$ cat src/rtl/lock_pkg.sv
package lock_pkg;

  localparam int KEYS    = 10;
  localparam int DIGIT_W = 4;

  typedef enum logic [1:0] {
    PK_NONE   = 2'd0,
    PK_SINGLE = 2'd1,
    PK_MULTI  = 2'd2
  } press_kind_t;

endpackage

$ cat src/rtl/lock_sync.sv
module lock_sync #(
  parameter int W      = 11,
  parameter int STAGES = 2
) (
  input  logic         clk,
  input  logic         rst,
  input  logic [W-1:0] d,
  output logic [W-1:0] q
);

  logic [W-1:0] stg [STAGES];

  always_ff @(posedge clk or posedge rst) begin
    if (rst) begin
      for (int s = 0; s < STAGES; s++) stg[s] <= '0;
    end else begin
      stg[0] <= d;
      for (int s = 1; s < STAGES; s++) stg[s] <= stg[s-1];
    end
  end

  assign q = stg[STAGES-1];

endmodule

$ cat src/rtl/lock_debounce.sv
module lock_debounce #(
  parameter int W      = 11,
  parameter int DB_LEN = 50000
) (
  input  logic         clk,
  input  logic         rst,
  input  logic [W-1:0] raw,
  output logic [W-1:0] clean
);

  localparam int CNT_W = (DB_LEN > 1) ? $clog2(DB_LEN) : 1;
  localparam logic [CNT_W-1:0] LAST = CNT_W'(DB_LEN - 1);

  for (genvar g = 0; g < W; g++) begin : g_line
    logic [CNT_W-1:0] cnt;
    logic             lvl;

    always_ff @(posedge clk or posedge rst) begin
      if (rst) begin
        cnt <= '0;
        lvl <= 1'b0;
      end else if (raw[g] == lvl) begin
        cnt <= '0;
      end else if (cnt == LAST) begin
        cnt <= '0;
        lvl <= raw[g];
      end else begin
        cnt <= cnt + 1'b1;
      end
    end

    assign clean[g] = lvl;
  end

endmodule

$ cat src/rtl/lock_press.sv
module lock_press
  import lock_pkg::*;
(
  input  logic               clk,
  input  logic               rst,
  input  logic [KEYS-1:0]    keys,
  output press_kind_t        kind,
  output logic [DIGIT_W-1:0] digit
);

  logic armed;
  logic any_key;

  assign any_key = |keys;

  always_ff @(posedge clk or posedge rst) begin
    if (rst)           armed <= 1'b1;
    else if (!any_key) armed <= 1'b1;
    else               armed <= 1'b0;
  end

  always_comb begin
    digit = '0;
    for (int i = KEYS - 1; i >= 0; i--) begin
      if (keys[i]) digit = DIGIT_W'(i);
    end
  end

  always_comb begin
    if (!(armed && any_key))      kind = PK_NONE;
    else if ($countones(keys) == 1) kind = PK_SINGLE;
    else                          kind = PK_MULTI;
  end

endmodule

$ cat src/rtl/lock_fsm.sv
module lock_fsm
  import lock_pkg::*;
#(
  parameter int                     DIGITS  = 5,
  parameter logic [4*DIGITS-1:0]    CODE    = 20'h31415,
  parameter int                     STATE_W = 3
) (
  input  logic               clk,
  input  logic               rst,
  input  press_kind_t        kind,
  input  logic [DIGIT_W-1:0] digit,
  input  logic               door_open,
  output logic [STATE_W-1:0] state,
  output logic               z
);

  localparam logic [STATE_W-1:0] IDLE = '0;
  localparam logic [STATE_W-1:0] OPEN = STATE_W'(DIGITS);

  logic [STATE_W-1:0] nxt;
  logic [DIGIT_W-1:0] want;

  always_comb begin
    want = '0;
    for (int i = 0; i < DIGITS; i++) begin
      if (i == int'(state)) want = CODE[DIGIT_W*(DIGITS-1-i) +: DIGIT_W];
    end
  end

  always_comb begin
    nxt = state;
    if (state == OPEN) begin
      if (door_open) nxt = IDLE;
    end else begin
      case (kind)
        PK_SINGLE: nxt = (digit == want) ? state + 1'b1 : IDLE;
        PK_MULTI:  nxt = IDLE;
        default:   nxt = state;
      endcase
    end
  end

  always_ff @(posedge clk or posedge rst) begin
    if (rst) state <= IDLE;
    else     state <= nxt;
  end

  assign z = (state == OPEN);

endmodule

$ cat src/rtl/code_lock.sv
module code_lock
  import lock_pkg::*;
#(
  parameter int                  DIGITS = 5,
  parameter logic [4*DIGITS-1:0] CODE   = 20'h31415,
  parameter int                  DB_LEN = 50000
) (
  input  logic            clk,
  input  logic            rst,
  input  logic [KEYS-1:0] key,
  input  logic            door,
  output logic            z,
  output logic [((DIGITS + 1 > 8) ? $clog2(DIGITS + 1) : 3) - 1:0] state
);

  localparam int STATE_W = (DIGITS + 1 > 8) ? $clog2(DIGITS + 1) : 3;
  localparam int LINES   = KEYS + 1;

  logic [LINES-1:0]   raw_sync;
  logic [LINES-1:0]   lines_db;
  logic [KEYS-1:0]    keys_db;
  logic               door_db;
  press_kind_t        kind;
  logic [DIGIT_W-1:0] digit;

  lock_sync #(.W(LINES), .STAGES(2)) u_sync (
    .clk(clk), .rst(rst), .d({door, key}), .q(raw_sync)
  );

  lock_debounce #(.W(LINES), .DB_LEN(DB_LEN)) u_db (
    .clk(clk), .rst(rst), .raw(raw_sync), .clean(lines_db)
  );

  assign keys_db = lines_db[KEYS-1:0];
  assign door_db = lines_db[KEYS];

  lock_press u_press (
    .clk(clk), .rst(rst), .keys(keys_db), .kind(kind), .digit(digit)
  );

  lock_fsm #(.DIGITS(DIGITS), .CODE(CODE), .STATE_W(STATE_W)) u_fsm (
    .clk(clk), .rst(rst), .kind(kind), .digit(digit),
    .door_open(door_db), .state(state), .z(z)
  );

endmodule

$ cat config.mk
export PLATFORM = sky130hd
export DESIGN_NAME = code_lock
export DESIGN_NICKNAME = d
export VERILOG_FILES = /design/src/rtl/lock_pkg.sv /design/src/rtl/lock_sync.sv /design/src/rtl/lock_debounce.sv /design/src/rtl/lock_press.sv /design/src/rtl/lock_fsm.sv /design/src/rtl/code_lock.sv
export SDC_FILE = /design/constraint.sdc
export NUM_CORES = 1
export LEC_CHECK = 0
export BUFFER_PORTS_ARGS = -buffer_cell sky130_fd_sc_hd__buf_4
export CELL_PAD_IN_SITES_DETAIL_PLACEMENT = 0
export CELL_PAD_IN_SITES_GLOBAL_PLACEMENT = 2
export CORE_MARGIN = 1.5
export CORE_UTILIZATION = 40
export CTS_CLUSTER_DIAMETER = 100
export CTS_CLUSTER_SIZE = 10
export DETAILED_ROUTE_END_ITERATION = 8
export PLACE_DENSITY = 0.81
export SLEW_MARGIN = 5
export SYNTH_ARGS = -nofsm -noshare
export SYNTH_HDL_FRONTEND = slang
export SYNTH_SLANG_ARGS = --single-unit
export TNS_END_PERCENT = 5
$ cat constraint.sdc
create_clock -name clk -period 7.5 [get_ports clk]
set_input_delay 1.125 -clock clk [delete_from_list [all_inputs] [get_ports clk]]
set_output_delay 1.125 -clock clk [all_outputs]
set_load 0.02 [all_outputs]
==> impl_metrics.json <==
{
  "fin_ws_ps": 3927,
  "cts_root_buf": "clkbuf_16",
  "tightest_slew_ps": 1134,
  "syn_avg_cell_area_sq_um": 10.28,
  "yosys.area_share.simple_pct": 23.51,
  "period_needed_ps": 3573,
  "final_layout_size_suffix_gt1_share_pct": 6.445,
  "clkLatencyLatePin_ps": 510,
  "synth_xor_area_share_pct": 14.15,
  "fin_cells": 1354,
  "wl_per_cell_microns": 13.35,
  "internal-power_mw": 1.797,
  "p_comb_share_pct": 3.1,
  "cts_tree": "yes",
  "dr.pass1.iters": 6,
  "routed_wl_microns": 18080,
  "dpl_cell_area_sq_um": 10610,
  "cpMostUsedCell": "fa_1",
  "cts_setup_buffers": 0,
  "start_kind": "flop",
  "rsz0062_at_grt": "false",
  "synth-main-ff-cell": "dfrtp_1",
  "layout.nets": 1063,
  "setup_viol": 0,
  "numCtsBuffers": 25,
  "synthCells": 987,
  "dieArea_sq_um": 26340,
  "die-height_microns": 162.3,
  "mostFrequentLayoutCell": "dfrtp_1",
  "worstSetupPathType": "flop to flop",
  "seqPwrFrac_pct": 51.5,
  "cap_violations": 0,
  "place_ws_ps": 3906,
  "slew_headroom_pct": 23.88,
  "dieWidth_microns": 162.3,
  "maxSlewViolCount": 0,
  "synth_edf_count": 0,
  "grt_max_degree": 96,
  "antenna_cells": 0,
  "utilization_pct": 45.09,
  "setup_tns_ps": 0,
  "initial_core_util_pct": 40.54,
  "max-clock-path-buffers": 3,
  "path_buf_inv": 2,
  "switching_power_uw": 506.3,
  "synth_compound_area_share_pct": 1.800,
  "path_delay_family": "adder cells",
  "synth_fa_ha_area_share_pct": 4.758,
  "ios": 17,
  "hold_buffers": 0,
  "status": "complete, no violations",
  "ant_nets": 0,
  "core-area_sq_um": 25040,
  "grt_pass1_vias": 6656,
  "path_cells": "inv_1 -> ha_1 -> inv_1 -> fa_1 -> fa_1 -> fa_1 -> fa_1 -> nand3_1 -> nor3_1 -> o21ai_1 -> o41ai_1",
  "synth.top_cell.area_share_pct": 52.26,
  "p_sw_share_pct": 21.98,
  "synthTopCellsByArea": "dfrtp_1 (52%), xor2_1 (8.8%), nor2_1 (7.1%), xnor2_1 (5.3%), ha_1 (3.6%)",
  "synth_top_area_cell": "dfrtp_1",
  "vias_per_cell": 4.873,
  "port-buffer-count": 16,
  "max_stage_delay_ps": 500,
  "clockPowerShare_pct": 45.5,
  "skew_ps": 11.61,
  "required_ps": 7890,
  "drt_drc_violations_left": 0,
  "dp_cells": 1318,
  "grt_usage_pct": 14.60,
  "ys_seq_elements": 213,
  "min_path_type": "flop to flop",
  "crit_fanout": 7,
  "rows": 58,
  "worst_ir_drop_vdd_v": 0.0001107,
  "worstPathArrival_ps": 3960,
  "via_count": 6598,
  "dp_hpwl_microns": 11800,
  "synth_top_family_by_area": "simple AND/OR/NAND/NOR gates",
  "syn_nets": 1035,
  "cts.clk_slew.worst_paths_ps": 50,
  "yosysSeqAreaShare_pct": 52.52,
  "end_kind": "flop",
  "critical-path-slowest-cell": "fa_1",
  "synth_mux_area_share_pct": 0.8875,
  "hold_viol_final": 0,
  "grt_pass1_wl_microns": 32290,
  "cts_sinks": 213,
  "timing.fmax_mhz": 279.9,
  "gp_congestion": 0.7494,
  "h-tree-depth": 1,
  "yosysUniqueCellTypes": 47,
  "layout_common_cells": "dfrtp_1 (212), nor2_1 (193), xor2_1 (102)",
  "leakage_nw": 5.086,
  "final_area_sq_um": 11290,
  "area_growth_pct": 11.20,
  "synthArstFlopShare_pct": 100.0,
  "gr-total-overflow": 0,
  "syn_area_sq_um": 10150,
  "antenna_found_initial": 0,
  "synth_warnings": 0,
  "min_period_over_period_pct": 47.64,
  "drt_iter0_markers": 291,
  "power_density_nw_per_um2": 204.0,
  "postCtsResizedCells": 0
}
==> Yosys cell counts, types with 6 or more instances <==
cell type and instances:
nor2b_1 9, o21ai_0 10, or3_1 6, nor3_1 23, xor2_1 102, clkbuf_1 9
nor4_1 7, xnor2_1 62, nand4_1 33, and2_1 9, nand3_1 62, inv_1 37
dfrtp_1 212, nor2_1 193, ha_1 29, fa_1 6, and3_1 40, nand2_1 59
and4_1 26
==> registers in the layout, summed over array words and instances (netlist names) <==
signal,flops
u_db.g_line.lvl,11
u_fsm.state,3
u_db.g_line.cnt,176
u_sync.stg,11
u_press.armed,1
u_sync.q,11
==> layout make-up <==
type	count	area, sq um
Sequential cell	213	5331
Tap cell	330	412.9
Timing Repair Buffer	19	142.6
Clock inverter	2	17.52
Inverter	37	146.4
Multi-Input combinational cell	719	4578
Fill cell	2443	13750
Clock buffer	34	659.4
==> worst paths after layout <==
path,from,end,slack (ps),cells after the start
hold reg to reg,u_sync.stg[15],u_sync.q[4],340,0
setup reg to reg,u_db.g_line[4].lvl,u_fsm.state[1],3930,11
hold / removal,u_sync.stg[15],u_sync.q[4],340,0
min in group asynchronous,rst,u_db.g_line[10].cnt[9],730,2
setup / recovery,u_db.g_line[4].lvl,u_fsm.state[1],3930,11
max in group asynchronous,rst,u_db.g_line[2].cnt[2],5520,3
==> worst reg2reg max path, delay by kind of cell (launching register included) <==
kind	cells	cell delay, ps
AOI/OAI and AO/OA	2	470
buffers and inverters	2	110
and+or+nand+nor	2	230
DFF	1	480
adders and majority gates	5	2160
==> layer usage <==
metal | vias to the layer above | global-route usage, % | part of all wire, %
li1 | 3354 | - | -
met4 | 0 | 3.461 | 2.0
met1 | 3164 | 21.07 | 51
met5 | - | 0 | 0
met2 | 56 | 23.00 | 45
met3 | 24 | 2.400 | 2.7
==> power groups by stage <==
stage,clock (mW),combinational (mW),sequential [mW]
final,1.05,0.0708,1.19
after floorplan,0,0.0541,1.20
after global routing,1.14,0.0842,1.19
after detailed placement,0,0.0745,1.21
after CTS,1.09,0.0748,1.19
after global placement,0,0.0750,1.21
==> per-stage QoR <==
step / hold WS [ps] / total power, mW
2_1_floorplan: 331.2 / 1.256
3_3_place_gp: 334.9 / 1.280
3_5_place_dp: 334.7 / 1.280
4_1_cts: 346.4 / 2.348
5_1_grt: 352.6 / 2.408
6_report: 344.6 / 2.303
==> cell families after synthesis <==
group                      after synthesis
muxes                                    7
DFF                                    213
AOI/OAI and AO/OA                       29
and+or+nand+nor                        484
buffers and inverters                   55
xor gates and xnor gates               164
adders and majority gates               35
No activity file was read; power rests on OpenSTA's default activity.
